File: src/rtl/sysctl_pkg.sv
package sysctl_pkg;
  localparam int SEL_W  = 4;
  localparam int OP_W   = 5;
  localparam int DW     = 32;
  localparam int NCMD   = 8;
  localparam int NREG   = 4;

  typedef enum logic [2:0] {
    K_NONE, K_RDID, K_REG, K_CACHE, K_TLB, K_BAD
  } acc_kind_e;

  typedef struct packed {
    acc_kind_e        kind;
    logic [1:0]       reg_idx;
    logic [NCMD-1:0]  cmd_hot;
    logic             id_sel;
  } dec_t;

  // cache maintenance opcodes, bit index = position in this list
  function automatic logic [NCMD-1:0] cache_map(input logic [OP_W-1:0] op);
    logic [NCMD-1:0] h;
    h = '0;
    case (op)
      5'd28: h[0] = 1'b1;
      5'd20: h[1] = 1'b1;
      5'd12: h[2] = 1'b1;
      5'd10: h[3] = 1'b1;
      5'd14: h[4] = 1'b1;
      5'd13: h[5] = 1'b1;
      5'd11: h[6] = 1'b1;
      5'd15: h[7] = 1'b1;
      default: h = '0;
    endcase
    return h;
  endfunction
endpackage

File: src/rtl/sysctl_decode.sv
module sysctl_decode
  import sysctl_pkg::*;
#(
  parameter int TLB_LO = 2,
  parameter int TLB_HI = 6
) (
  input  logic            vld,
  input  logic            wr,
  input  logic [SEL_W-1:0] sel,
  input  logic [OP_W-1:0]  op,
  output dec_t            dec
);
  logic op_zero;
  logic tlb_in_rng;

  always_comb begin
    op_zero    = (op == '0);
    tlb_in_rng = (int'(op) >= TLB_LO) && (int'(op) <= TLB_HI);
    dec        = '{kind: K_NONE, reg_idx: 2'd0, cmd_hot: '0, id_sel: 1'b0};
    if (vld) begin
      dec.kind = K_BAD;
      if (sel >= 4'd1 && sel <= 4'd4) begin
        dec.reg_idx = 2'(sel - 4'd1);
        if (op_zero) dec.kind = K_REG;
      end else if (sel == 4'd0) begin
        if (!wr && op <= 5'd1) begin
          dec.kind   = K_RDID;
          dec.id_sel = op[0];
        end
      end else if (sel == 4'd5) begin
        if (wr && cache_map(op) != '0) begin
          dec.kind    = K_CACHE;
          dec.cmd_hot = cache_map(op);
        end
      end else if (sel == 4'd6) begin
        if (wr && tlb_in_rng) dec.kind = K_TLB;
      end
    end
  end
endmodule

File: src/rtl/sysctl_regs.sv
module sysctl_regs
  import sysctl_pkg::*;
(
  input  logic          clk,
  input  logic          rst_n,
  input  logic          we,
  input  logic [1:0]    widx,
  input  logic [DW-1:0] wdata,
  input  logic [1:0]    ridx,
  output logic [DW-1:0] rval
);
  logic [DW-1:0] regs_q [NREG];
  logic [DW-1:0] regs_d [NREG];

  always_comb begin
    for (int i = 0; i < NREG; i++) begin
      regs_d[i] = regs_q[i];
      if (we && widx == 2'(i)) regs_d[i] = wdata;
    end
  end

  for (genvar g = 0; g < NREG; g++) begin : g_reg
    always_ff @(posedge clk or negedge rst_n) begin
      if (!rst_n) regs_q[g] <= '0;
      else if (we) regs_q[g] <= regs_d[g];
    end
  end

  assign rval = regs_q[ridx];
endmodule

File: src/rtl/sysctl_cop.sv
module sysctl_cop
  import sysctl_pkg::*;
#(
  parameter logic [31:0] ID_WORD    = 32'h4D11_0863,
  parameter logic [31:0] CACHE_WORD = 32'h0D15_2152,
  parameter int          TLB_LO     = 2,
  parameter int          TLB_HI     = 6
) (
  input  logic        clk,
  input  logic        rst_n,
  input  logic        acc_vld,
  input  logic        acc_wr,
  input  logic [3:0]  acc_sel,
  input  logic [4:0]  acc_op,
  input  logic [31:0] wr_data,
  output logic [31:0] rd_data,
  output logic [7:0]  cache_cmd,
  output logic        tlb_flush,
  output logic [31:0] cmd_addr,
  output logic        err
);
  dec_t          dec;
  logic          reg_we;
  logic [DW-1:0] reg_val;
  logic [DW-1:0] rd_d, rd_q, addr_d, addr_q;
  logic [NCMD-1:0] cmd_d, cmd_q;
  logic          tlb_d, tlb_q, err_d, err_q;

  sysctl_decode #(.TLB_LO(TLB_LO), .TLB_HI(TLB_HI)) u_dec (
    .vld(acc_vld), .wr(acc_wr), .sel(acc_sel), .op(acc_op), .dec(dec)
  );

  assign reg_we = (dec.kind == K_REG) && acc_wr;

  sysctl_regs u_regs (
    .clk(clk), .rst_n(rst_n), .we(reg_we), .widx(dec.reg_idx),
    .wdata(wr_data), .ridx(dec.reg_idx), .rval(reg_val)
  );

  always_comb begin
    rd_d   = '0;
    cmd_d  = '0;
    tlb_d  = 1'b0;
    err_d  = (dec.kind == K_BAD);
    addr_d = addr_q;
    if (acc_vld && !acc_wr) begin
      if (dec.kind == K_REG)  rd_d = reg_val;
      if (dec.kind == K_RDID) rd_d = dec.id_sel ? CACHE_WORD : ID_WORD;
    end else begin
      rd_d = rd_q;
    end
    if (dec.kind == K_CACHE) begin
      cmd_d  = dec.cmd_hot;
      addr_d = wr_data;
    end
    if (dec.kind == K_TLB) begin
      tlb_d  = 1'b1;
      addr_d = wr_data;
    end
  end

  always_ff @(posedge clk or negedge rst_n) begin
    if (!rst_n) begin
      rd_q   <= '0;
      cmd_q  <= '0;
      tlb_q  <= 1'b0;
      err_q  <= 1'b0;
      addr_q <= '0;
    end else begin
      rd_q   <= rd_d;
      cmd_q  <= cmd_d;
      tlb_q  <= tlb_d;
      err_q  <= err_d;
      addr_q <= addr_d;
    end
  end

  assign rd_data   = rd_q;
  assign cache_cmd = cmd_q;
  assign tlb_flush = tlb_q;
  assign cmd_addr  = addr_q;
  assign err       = err_q;

  // command vector one-hot or idle
  a_r8_cmd_onehot: assert property (@(posedge clk) disable iff (!rst_n)
    $onehot0(cache_cmd));
  // no overlap of command, flush and error
  a_r8_excl: assert property (@(posedge clk) disable iff (!rst_n)
    $countones({|cache_cmd, tlb_flush, err}) <= 1);
  // no access, no error next cycle
  a_r7_err_needs_acc: assert property (@(posedge clk) disable iff (!rst_n)
    !acc_vld |=> !err);
  // TLB pulse only follows a selector 6 write
  a_r5_tlb_src: assert property (@(posedge clk) disable iff (!rst_n)
    !(acc_vld && acc_wr && acc_sel == 4'd6) |=> !tlb_flush);
  // cache pulse only follows a selector 5 write
  a_r4_cache_src: assert property (@(posedge clk) disable iff (!rst_n)
    !(acc_vld && acc_wr && acc_sel == 4'd5) |=> cache_cmd == '0);
  // identity read returns the fixed word
  a_r3_id_read: assert property (@(posedge clk) disable iff (!rst_n)
    (acc_vld && !acc_wr && acc_sel == 4'd0 && acc_op == 5'd0) |=> rd_data == ID_WORD);
  // unmatched selector read gives zero
  a_r6_rd_zero: assert property (@(posedge clk) disable iff (!rst_n)
    (acc_vld && !acc_wr && acc_sel > 4'd4) |=> (rd_data == '0 && err));
endmodule

File: config.mk
export PLATFORM = sky130hd
export DESIGN_NAME = sysctl_cop
export DESIGN_NICKNAME = d
export VERILOG_FILES = /design/src/rtl/sysctl_pkg.sv /design/src/rtl/sysctl_decode.sv /design/src/rtl/sysctl_regs.sv /design/src/rtl/sysctl_cop.sv
export SDC_FILE = /design/constraint.sdc
export NUM_CORES = 1
export LEC_CHECK = 0
export ABC_AREA = 1
export BUFFER_PORTS_ARGS = -buffer_cell sky130_fd_sc_hd__buf_2
export CORE_MARGIN = 2
export CORE_UTILIZATION = 45
export CTS_BUF_LIST = sky130_fd_sc_hd__clkbuf_4 sky130_fd_sc_hd__clkbuf_8
export CTS_CLUSTER_DIAMETER = 50
export DETAILED_ROUTE_END_ITERATION = 12
export PLACE_DENSITY = 0.7
export SYNTH_ARGS = -nofsm -noshare
export SYNTH_HDL_FRONTEND = slang
export SYNTH_SLANG_ARGS = --single-unit
File: constraint.sdc
create_clock -name clk -period 0.8 [get_ports clk]
set_input_delay 0.2 -clock clk [delete_from_list [all_inputs] [get_ports clk]]
set_output_delay 0.2 -clock clk [all_outputs]
set_load 0.01 [all_outputs]
==> flow_metrics.py <==
metrics = {
    "clocking": {
        "cts_hold_buf": 33,
        "cts_inserted_buffers": 34,
        "clkSlewWorstSetupHoldPaths_ns": 0.06,
        "clockBufferDepth": 3,
        "cts_sinks": 202,
        "cts_root_buffer": "clkbuf_8",
        "htree_levels": 2,
        "cts_tree": "built",
        "clk_latency_ns": 0.53,
    },
    "yosys": {
        "yosysWarnings": 0,
        "synth-seq-cells": 202,
        "ys_types": 26,
        "seq_area_frac_synth_pct": 55.4,
        "syn-cell-area_mm2": 0.00912,
        "synth.avg_cell_area_um2": 7.82,
        "syn_inst": 1166,
        "syn_nets": 1214,
    },
    "sta": {
        "fmax_ghz": 0.620,
        "hold_ws_ns": -0.0351,
        "hold_viol": 6,
        "setup_violations": 276,
        "rsz0062_at_grt": "yes",
        "tightest_slew_ns": 0.364,
        "worst_slack_ns": -0.814,
        "drv_slew": 0,
        "slew_headroom_pct": 75.7,
        "fin_crit_ns": 1.61,
        "tns_ns": -182.71,
        "fin_skew_ns": 0.0106,
        "period_share_pct": 202,
    },
    "worst_setup_path": {
        "r2r_slack_ns": -0.25,
        "rr_endpoint": "rd_data[28]$_DFFE_PN0P_",
        "r2r-start": "u_regs.regs_q[92]$_DFFE_PN0P_",
        "end_kind": "flip-flop",
        "cp_max_fo": 5,
        "worstPathRequired_ns": 1.26,
        "crit_type": "primary input to flip-flop",
        "start_kind": "primary input",
        "r2r_cells": 5,
        "arrival_ns": 2.08,
    },
    "route": {
        "via_count": 8994,
        "drt-total-wl_mm": 29.8,
        "viasPerCell": 5.24,
        "wl_per_cell_um": 17.4,
        "dr.pass1.iters": 8,
        "ant_nets": 0,
        "drtIter0Drc": 891,
        "drc_errors": 0,
    },
    "layout": {
        "nets": 1481,
        "area_delta_synth_final_pct": 40.3,
        "drive_above_1_share_pct": 28.0,
        "fill_cells": 1649,
        "antennaDiodeCount": 0,
    },
    "grt": {
        "grt_max_degree": 44,
        "grt_pass1_wl_mm": 45.3,
        "gr-total-overflow": 0,
        "track_usage_pct": 26.5,
        "grt_pass1_vias": 8472,
        "antenna_found_initial": 0,
    },
    "run_status": {
        "violations": "negative hold slack, negative setup slack",
        "status": "finished with violations",
    },
    "flow_run": {
        "drv_cap": 0,
    },
    "die": {
        "row_count": 52,
        "start_util_pct": 45.5,
        "die-height_um": 146,
        "num_io_pins": 119,
        "die_width_um": 146,
        "core_mm2": 0.0200,
        "dieArea_mm2": 0.0214,
    },
    "pwr": {
        "power.share.sequential_pct": 48.7,
        "p_clk_share_pct": 41.6,
        "combPwrFrac_pct": 9.7,
        "switching_share_pct": 25.3,
        "peakVddDrop_mv": 1.02,
        "p_switching_w": 0.00553,
        "power_w": 0.0218,
        "p_leak_nw": 7.08,
        "power_density_mw_per_mm2": 1710,
        "internal-power_w": 0.0163,
    },
    "hold_path": {
        "hp-start": "acc_op[0]",
        "worstHoldEndpoint": "cache_cmd[2]$_DFF_PN0_",
        "hold_path_class": "primary input to flip-flop",
        "hold_depth": 4,
    },
    "placement": {
        "io_buffers": 118,
        "hpwl_mm": 16.9,
        "gp_congestion": 0.869,
    },
}
## layer usage
layer  vias to the layer above  global-route usage (%)  share of wire [%]
li1                       4192                       -                  -
met1                      4278                    37.0                 42
met5                         -                       0                  0
met2                       430                    41.7                 45
met4                         0                    10.0                4.5
met3                        94                    4.75                8.4
## cells in the final DEF (no fill, tap or decap), types with 4 or more instances in the layout
cell and instances:
o21ai_2 10, nand2_4 13, nand2_2 38, nand4_1 45, inv_2 7, nand2_1 570, buf_4 85, clkbuf_16 5
buf_16 6, dlygate4sd3_1 33, buf_2 115, nor2_1 45, buf_12 24, o21ai_1 14, nand3_1 54, a21oi_1 23
buf_8 4, nor2_4 10, buf_6 13, clkbuf_8 45, o21ai_0 11, inv_1 36, dfrtp_1 202
## layout make-up
type | count | area [µm²] | share of cell area, %
Inverter | 53 | 272 | 2.12
Clock buffer | 47 | 628 | 4.91
Clock inverter | 2 | 12.5 | 0.0978
Tap cell | 270 | 338 | 2.64
Timing Repair Buffer | 286 | 2530 | 19.8
Sequential cell | 202 | 5050 | 39.5
Timing Repair inverter | 3 | 28.8 | 0.225
Multi-Input combinational cell | 853 | 3920 | 30.7
## flip-flops by register name (all words and copies together) (netlist names)
register	cells
u_regs.regs_q	128
cmd_addr	32
rd_data	32
cache_cmd	8
err	1
tlb_flush	1
## repair_timing
action / in CTS / in global routing
setup endpoints to repair: 276 / 276
cloned: 9 / 6
endpoints found under the hold margin: 363 / 2
setup buffers: 20 / 7
pin swaps: 12 / 24
gates resized for setup: 90 / 66
## power by group through the flow
stage | logic (W) | clock network [W] | registers [W]
global placement | 0.00185 | 0 | 0.0108
detailed placement | 0.00187 | 0 | 0.0108
global route | 0.00232 | 0.00966 | 0.0106
CTS | 0.00207 | 0.00914 | 0.0106
finish | 0.00213 | 0.00908 | 0.0106
floorplan | 0.000595 | 0 | 0.0109
## worst max-delay path, cell delays in order
cell,delay (ns)
buf_8,0.10
inv_6,0.05
ha_4,0.16
inv_4,0.06
a21oi_4,0.15
nand2_2,0.08
nor2_4,0.17
inv_2,0.06
nand2_4,0.06
nand4_4,0.11
buf_12,0.17
nor2_4,0.15
buf_6,0.13
buf_12,0.16
clkbuf_16,0.16
nand2_2,0.04
nand2_1,0.05
## synth_stat cells
library cell / count / area, µm²
a31oi_1: 1 / 6.26
nor3_1: 3 / 15.0
a21oi_1: 23 / 115
inv_1: 40 / 150
clkinv_1: 2 / 7.51
buf_1: 4 / 15.0
clkbuf_1: 22 / 82.6
inv_2: 11 / 41.3
dfrtp_1: 202 / 5050
nor2_4: 4 / 45.0
nor4_1: 3 / 18.8
nand4_4: 1 / 21.3
a21oi_2: 1 / 8.76
nand2_2: 1 / 6.26
nand3_1: 57 / 285
nand4_2: 2 / 25.0
nand4_1: 45 / 282
buf_4: 1 / 7.51
o21ai_0: 28 / 140
buf_6: 3 / 33.8
buf_2: 28 / 140
ha_1: 3 / 37.5
nor2_1: 48 / 180
nand2_1: 620 / 2330
o21ai_1: 7 / 35.0
nor2_2: 6 / 37.5
## stage by stage
step | setup WS, ns | cells | utilization [%] | instance area [µm²]
2_1_floorplan | -1.05 | 1166 | - | 9330
3_3_place_gp | -1.33 | 1592 | 53.5 | 10700
3_5_place_dp | -1.42 | 1592 | 53.5 | 10700
4_1_cts | -0.661 | 1703 | 61.6 | 12400
5_1_grt | -0.885 | 1716 | 63.8 | 12800
6_report | -0.814 | 1716 | 63.8 | 12800
## worst max-delay path by stage
stage                from                       endpoint
2_1_floorplan  acc_sel[0]  u_regs.regs_q[57]$_DFFE_PN0P_
6_report       acc_sel[1]  u_regs.regs_q[52]$_DFFE_PN0P_
4_1_cts        acc_sel[0]  u_regs.regs_q[38]$_DFFE_PN0P_
5_1_grt        acc_sel[1]        rd_data[28]$_DFFE_PN0P_
3_5_place_dp   acc_sel[0]  u_regs.regs_q[37]$_DFFE_PN0P_
3_3_place_gp   acc_sel[0]  u_regs.regs_q[55]$_DFFE_PN0P_
## cell families after synthesis
kind of cell / after synthesis / share of synthesized area, %
and+or+nand+nor: 790 / 35.6
DFF: 202 / 55.4
buffers and inverters: 111 / 5.24
AOI/OAI and AO/OA: 60 / 3.35
adders and majority gates: 3 / 0.412
No activity file was read; power rests on OpenSTA's default activity.
